**config.mk**
```make
export PLATFORM = sky130hd
export DESIGN_NAME = twowire_jtag_bridge
export DESIGN_NICKNAME = d
export VERILOG_FILES = /design/src/rtl/cjb_pkg.sv /design/src/rtl/cjb_sync.sv /design/src/rtl/cjb_escape.sv /design/src/rtl/cjb_oscan.sv /design/src/rtl/twowire_jtag_bridge.sv
export SDC_FILE = /design/constraint.sdc
export NUM_CORES = 1
export LEC_CHECK = 0
export BUFFER_PORTS_ARGS = -buffer_cell sky130_fd_sc_hd__buf_2
export CAP_MARGIN = 20
export CELL_PAD_IN_SITES_DETAIL_PLACEMENT = 0
export CELL_PAD_IN_SITES_GLOBAL_PLACEMENT = 2
export CORE_AREA = 2 2 73 75
export DETAILED_ROUTE_END_ITERATION = 7
export DIE_AREA = 0 0 75 77
export PLACE_DENSITY = 0.77
export SLEW_MARGIN = 5
export SYNTH_ARGS = -nofsm -noshare
export SYNTH_HDL_FRONTEND = slang
export SYNTH_SLANG_ARGS = --single-unit
```
**constraint.sdc**
```tcl
create_clock -name clk -period 1.2 [get_ports clk]
set_input_delay 0.12 -clock clk [delete_from_list [all_inputs] [get_ports clk]]
set_output_delay 0.12 -clock clk [all_outputs]
set_load 0.01 [all_outputs]
```
**src/rtl/cjb_pkg.sv**
```systemverilog
package cjb_pkg;
  typedef enum logic [1:0] {MODE_OFF, MODE_ACT, MODE_ON} mode_t;
  typedef enum logic [1:0] {SLOT_TDI, SLOT_TMS, SLOT_TDO} slot_t;
endpackage

```
**src/rtl/cjb_sync.sv**
```systemverilog
module cjb_sync #(
  parameter int W      = 2,
  parameter int STAGES = 2
) (
  input  logic         clk,
  input  logic         rst,
  input  logic [W-1:0] d,
  output logic [W-1:0] q
);
  logic [W-1:0] st [STAGES];

  always_ff @(posedge clk) begin
    if (rst) st[0] <= '0;
    else     st[0] <= d;
  end

  for (genvar i = 1; i < STAGES; i++) begin : g_stage
    always_ff @(posedge clk) begin
      if (rst) st[i] <= '0;
      else     st[i] <= st[i-1];
    end
  end

  assign q = st[STAGES-1];
endmodule

```
**src/rtl/cjb_escape.sv**
```systemverilog
// Counts data toggles inside each probe-clock high phase and classifies
// the phase at its falling edge: plain data bit, selection, or reset.
module cjb_escape #(
  parameter int CNT_W   = 4,
  parameter int SEL_MIN = 6,
  parameter int SEL_MAX = 7,
  parameter int RST_MIN = 8
) (
  input  logic clk,
  input  logic rst,
  input  logic pclk_s,
  input  logic pdat_s,
  output logic bit_stb,
  output logic bit_val,
  output logic esc_sel,
  output logic esc_rst
);
  localparam logic [CNT_W-1:0] CNT_MAX = '1;
  localparam logic [CNT_W-1:0] SEL_LO  = CNT_W'(SEL_MIN);
  localparam logic [CNT_W-1:0] SEL_HI  = CNT_W'(SEL_MAX);
  localparam logic [CNT_W-1:0] RST_LO  = CNT_W'(RST_MIN);

  logic             pclk_d, pdat_d;
  logic [CNT_W-1:0] cnt;
  logic             rise, fall, tog;

  assign rise = pclk_s & ~pclk_d;
  assign fall = ~pclk_s & pclk_d;
  assign tog  = pclk_s & pclk_d & (pdat_s ^ pdat_d);

  always_ff @(posedge clk) begin
    if (rst) begin
      pclk_d  <= 1'b0;
      pdat_d  <= 1'b0;
      cnt     <= '0;
      bit_val <= 1'b0;
      bit_stb <= 1'b0;
      esc_sel <= 1'b0;
      esc_rst <= 1'b0;
    end else begin
      pclk_d  <= pclk_s;
      pdat_d  <= pdat_s;
      if (rise) begin
        cnt     <= '0;
        bit_val <= pdat_s;
      end else if (tog && cnt != CNT_MAX) begin
        cnt <= cnt + 1'b1;
      end
      bit_stb <= fall && (cnt == '0);
      esc_sel <= fall && (cnt >= SEL_LO) && (cnt <= SEL_HI);
      esc_rst <= fall && (cnt >= RST_LO);
    end
  end
endmodule

```
**src/rtl/cjb_oscan.sv**
```systemverilog
// Three-slot packet sequencer: TDI slot, TMS slot, TDO return slot.
module cjb_oscan
  import cjb_pkg::*;
(
  input  logic clk,
  input  logic rst,
  input  logic online,
  input  logic bit_stb,
  input  logic bit_val,
  input  logic tdo,
  output logic tck,
  output logic tms,
  output logic tdi,
  output logic dat_o,
  output logic dat_oe
);
  slot_t slot;
  logic  go;

  always_ff @(posedge clk) begin
    if (rst || !online) begin
      slot   <= SLOT_TDI;
      go     <= 1'b0;
      tck    <= 1'b0;
      tms    <= 1'b1;
      tdi    <= 1'b0;
      dat_o  <= 1'b0;
      dat_oe <= 1'b0;
    end else begin
      go  <= 1'b0;
      tck <= go;
      if (go) begin
        dat_o  <= tdo;
        dat_oe <= 1'b1;
      end
      if (bit_stb) begin
        case (slot)
          SLOT_TDI: begin
            tdi  <= ~bit_val;
            slot <= SLOT_TMS;
          end
          SLOT_TMS: begin
            tms  <= bit_val;
            go   <= 1'b1;
            slot <= SLOT_TDO;
          end
          default: begin
            dat_oe <= 1'b0;
            slot   <= SLOT_TDI;
          end
        endcase
      end
    end
  end
endmodule

```
**src/rtl/twowire_jtag_bridge.sv**
```systemverilog
module twowire_jtag_bridge
  import cjb_pkg::*;
#(
  parameter int               SYNC_STAGES = 2,
  parameter int               ESC_CNT_W   = 4,
  parameter int               CODE_W      = 4,
  parameter logic [CODE_W-1:0] ACT_CODE   = 4'hC,
  parameter logic [CODE_W-1:0] EXT_CODE   = 4'h8,
  parameter logic [CODE_W-1:0] CHK_CODE   = 4'h0
) (
  input  logic clk,
  input  logic rst,
  input  logic probe_clk_i,
  input  logic probe_dat_i,
  output logic probe_dat_o,
  output logic probe_dat_oe_o,
  output logic jtag_tck_o,
  output logic jtag_tms_o,
  output logic jtag_tdi_o,
  input  logic jtag_tdo_i
);
  localparam int               ACT_LEN = 3 * CODE_W;
  localparam int               ACW     = $clog2(ACT_LEN + 1);
  localparam logic [ACT_LEN-1:0] ACT_SEQ = {ACT_CODE, EXT_CODE, CHK_CODE};
  localparam logic [ACW-1:0]   ACT_LAST = ACW'(ACT_LEN - 1);

  logic [1:0]         sync_q;
  logic               bit_stb, bit_val, esc_sel, esc_rst;
  mode_t              mode;
  logic [ACW-1:0]     act_cnt;
  logic [ACT_LEN-1:0] act_sh, act_nxt;

  cjb_sync #(.W(2), .STAGES(SYNC_STAGES)) u_sync (
    .clk (clk),
    .rst (rst),
    .d   ({probe_clk_i, probe_dat_i}),
    .q   (sync_q)
  );

  cjb_escape #(.CNT_W(ESC_CNT_W)) u_esc (
    .clk     (clk),
    .rst     (rst),
    .pclk_s  (sync_q[1]),
    .pdat_s  (sync_q[0]),
    .bit_stb (bit_stb),
    .bit_val (bit_val),
    .esc_sel (esc_sel),
    .esc_rst (esc_rst)
  );

  assign act_nxt = {act_sh[ACT_LEN-2:0], bit_val};

  always_ff @(posedge clk) begin
    if (rst) begin
      mode    <= MODE_OFF;
      act_cnt <= '0;
      act_sh  <= '0;
    end else if (esc_rst) begin
      mode <= MODE_OFF;
    end else if (esc_sel) begin
      mode    <= MODE_ACT;
      act_cnt <= '0;
      act_sh  <= '0;
    end else if (bit_stb && mode == MODE_ACT) begin
      act_sh  <= act_nxt;
      act_cnt <= act_cnt + 1'b1;
      if (act_cnt == ACT_LAST)
        mode <= (act_nxt == ACT_SEQ) ? MODE_ON : MODE_OFF;
    end
  end

  cjb_oscan u_pkt (
    .clk     (clk),
    .rst     (rst),
    .online  (mode == MODE_ON),
    .bit_stb (bit_stb),
    .bit_val (bit_val),
    .tdo     (jtag_tdo_i),
    .tck     (jtag_tck_o),
    .tms     (jtag_tms_o),
    .tdi     (jtag_tdi_o),
    .dat_o   (probe_dat_o),
    .dat_oe  (probe_dat_oe_o)
  );
endmodule

```
==> out/results.tsv <==
stage	metric	value	unit
timing	final worst path period need	1.21	ns
floorplanning	initial cell density of the core	32.9	%
clock_tree	htree depth	2	
synth	Simple-Gate Fraction of Synth Area	26.4	%
synth	share of synthesized area spent on multiplexers	10.4	%
route	aggregate routed wire length	3500	µm
floorplanning	Die Span X	75	µm
run	number of maximum-capacitance constraint violations	0	
power	leakage power total	0.758	nW
timing	final setup fails	2	
route	number of design-rule violations left by the first detailed-router iteration	57	
synth	cell types with the highest counts after synthesis	39 x dfxtp_1, 21 x nand3_1, 17 x mux2i_1, 16 x nand2_1	
timing	RSZ-0062 raised after global routing	true	
synth	combinational family with the most area after synthesis	simple AND/OR/NAND/NOR gates	
critical_path	critical path class	reg -> reg	
route	via total after detailed routing	1319	
synth	share of the synthesized netlist area taken by xor and xnor gates	0.534	%
critical_path	setup slack of the most critical reg-to-reg path	-0.007	ns
floorplanning	# rows	26	
synth	ys async rst share	0	%
worst_hold_path	type of the tightest min-delay check	in -> reg	
critical_path	CP Data Required Time	1.42	ns
place	area post-placement	0.00187	mm²
route	average vias per placed instance	4.90	
synth	leading area contributor after synthesis	dfxtp_1	
timing	final-report max-slew violation count	0	
synth	Net Count, Synth	179	
clock_tree	# clock sinks	39	
clock_tree	clock buffers created by TritonCTS	5	
cells_and_area	layout cells sized above 1	27.6	%
critical_path	R2R Path End	act_sh[1]	
synth	share of synthesized area occupied by flip-flops and latches	47.6	%
place	HPWL reported at the end of detailed placement	2380	µm
worst_hold_path	min-delay src	probe_clk_i	
critical_path	kind of end point of the critical path	flip-flop	
power	total power of the final layout	2.35	mW
timing	Worst Clk Skew	0.00452	ns
outcome	failing checks	negative setup slack	
synth	synthesis warning total	0	
synth	Synth area leaders	dfxtp_1 48%, mux2i_1 10%, nand3_1 6.4%, nand2_1 3.7%, ha_1 3.1%	
cells_and_area	area grow syn2layout	26.4	%
cells_and_area	antenna cells	0	
route	Pre-Repair DR Iteration Count	5	
global_route	number of global-route vias before repair	1288	
synth	post-synthesis adder-cell area fraction	3.05	%
global_route	All-Layer GR Usage	13.0	%
place	IO buf count	9	
worst_hold_path	Worst Hold End	u_sync.st[0][1]	
timing	Setup TNS Final	-0.00730	ns
critical_path	sequence of cells on the critical path	nand3b_1, a21oi_2, buf_12, mux2i_1	
cells_and_area	post-layout net count	207	
worst_hold_path	cell depth of the worst hold path	2	
global_route	total global routing overflow	0	
global_route	pin count of the biggest net entering global routing	25	
synth	Synth Area in Compound Gates	8.17	%
global_route	wire length of the first global-routing pass	5820	µm
synth	cell area after technology mapping	0.00164	mm²
global_route	peak-usage layer in the global routing report	met2	
outcome	status	finished, violations left	
synth	gate count of the mapped netlist	170	
global_route	antenna violations before repair	0	
cells_and_area	final standard cell utilization of the core	41.6	%
synth	Yosys reg bits	39	
power	Clk pwr share	41.2	%
timing	Final Hold Vio Count	0	
power	cell-internal power	1.86	mW
synth	Synth Area per Inst	9.64	µm²
timing	final worst-path setup slack	-0.00718	ns
critical_path	reg2reg path depth	4	
clock_tree	CTS root buffer	clkbuf_8	
synth	number of enable flip-flop cells after synthesis	0	
power	Switching Power	499	µW
route	final antenna-violating net count	0	
critical_path	launch point of the worst reg-to-reg path	mode[1]	
power	worst ir drop on vdd	0.000404	V
timing	transition time at the pin with the least slew margin	0.279	ns
power	proportion of total power due to net switching	21.2	%
timing	maximum operating frequency	828	MHz
synth	count of unique library cells instantiated by Yosys	40	
critical_path	critical path data arrival time	1.42	ns
power	Gate power share	3.3	%
critical_path	worst stage delay on the critical path	0.33	ns
route	drt wl/cell	13.0	µm
critical_path	peak fanout along the critical path	13	
floorplanning	Vert. Die Dim	77	µm
critical_path	crit start category	flip-flop	
power	share of total power in sequential cells	55.4	%
place	worst-case setup slack after placement	-0.0310	ns
synth	most common cell in the synthesized netlist	dfxtp_1	
critical_path	slowest cell on the critical path	dfxtp_2	
floorplanning	area of the die	0.00578	mm²
global_route	GRT met1 Usage	16.0	%
synth	Post-synth top flop	dfxtp_1	
clock_tree	deepest clock path buffer count	2	
cells_and_area	Layout Cells excl Fill	269	
clock_tree	clock latency at the later pin of the worst-skew pair	0.29	ns
cells_and_area	summed area of non-filler cells in the final layout	0.00207	mm²
clock_tree	clock-pin transition on the worst setup and hold timing paths	0.07	ns
global_route	global routing met2 resource utilization	20.4	%
timing	hold_ws	0.0369	ns
timing	share of the clock period used by the worst path	101	%
place	placed cells	259	
route	DRC viols	0	
place	final weighted congestion in routability-driven placement	0.805	
timing	Max-Slew Margin vs Limit	81.4	%
floorplanning	core area	0.00498	mm²
synth	portion of synthesized cell area occupied by the leading cell type	47.6	%
power	ratio of total power to cell area	1140	mW/mm²
floorplanning	top-level port count	10	
clock_tree	CTS tree	done	
global_route	met3 capacity usage during global routing	4.34	%
power groups by stage:
stage	Clock, mW	Combinational, mW	Sequential, mW
floorplan	0	0.0391	1.34
global placement	0	0.0708	1.34
detailed placement	0	0.0742	1.34
CTS	1.01	0.0746	1.31
global route	1.08	0.0867	1.31
finish	0.971	0.0786	1.31
timing repair:
action                                  in CTS  in global routing
buffers inserted                             0                  2
pin swaps                                    3                  5
endpoints found under the setup margin      16                 23
hold buffers                                 0                  0
gates resized for setup                      7                 15
worst max-delay path: cells and delay by family (launching register included):
kind	cells	cell delay [ns]
simple gates	1	0.22
mux	1	0.19
buf+inv	1	0.17
compound gates	1	0.22
flops	1	0.33
layout by cell type (no fill, tap or decap), types with 3 or more instances in the layout:
master    synthesis  layout
and3_1            3       3
buf_2             2       9
buf_4             0      17
clkbuf_8          0       7
dfxtp_1          39      32
dfxtp_2           0       6
inv_1             8       8
mux2i_1          17      17
nand2_1          16      16
nand2b_1          3       3
nand3_1          21      21
nand3b_1          3       3
nor2_1            8       8
nor2b_1           7       7
state kept, by name (all words and copies together), names as in the netlist:
name / flops
u_pkt.slot: 2
u_esc.esc_rst: 1
u_esc.esc_sel: 1
u_pkt.go: 1
u_sync.st: 4
u_pkt.tck: 1
u_pkt.dat_oe: 1
u_esc.bit_stb: 1
u_esc.pdat_d: 1
u_pkt.tdi: 1
u_esc.bit_val: 1
act_cnt: 4
u_pkt.dat_o: 1
act_sh: 11
u_esc.pclk_d: 1
u_pkt.tms: 1
mode: 2
u_esc.cnt: 4
cell type report:
| cell class | count | area [µm²] |
|---|---|---|
| clock inverters | 1 | 7.51 |
| multi-input cells | 117 | 866 |
| clock buffers | 7 | 96.3 |
| fillers | 498 | 2910 |
| inverters | 8 | 30.0 |
| well taps | 70 | 87.6 |
| flip-flops and latches | 39 | 792 |
| repair buffers | 27 | 193 |
cells by family (layout without fill, tap and decap cells):
kind of cell,Yosys count,in the layout
adder cells (fa/ha/maj),4,4
buffers and inverters,14,43
AO/OA/AOI/OAI,17,17
AND/OR/NAND/NOR,78,78
XOR/XNOR,1,1
flip-flops,39,39
multiplexers,17,17
worst max path at each step:
| stage | depth (start not counted) | slack (ns) | start | to |
|---|---|---|---|---|
| detailed placement | 4 | -0.03 | act_cnt[0] | mode[0] |
| global placement | 3 | -0.005 | u_esc.esc_sel | act_cnt[3] |
| global route | 4 | -0.11 | mode[0] | act_sh[3] |
| finish | 4 | -0.007 | mode[1] | act_sh[1] |
| floorplan | 4 | 0.0008 | u_esc.bit_stb | act_cnt[1] |
| CTS | 4 | -0.01 | mode[1] | act_sh[1] |
per-layer routing:
layer / part of all wire [%] / up-vias
li1: - / 662
met1: 44 / 625
met2: 51 / 28
met3: 4.4 / 4
met4: 1.0 / 0
met5: 0 / -
Power figures use the tool's default switching activity.
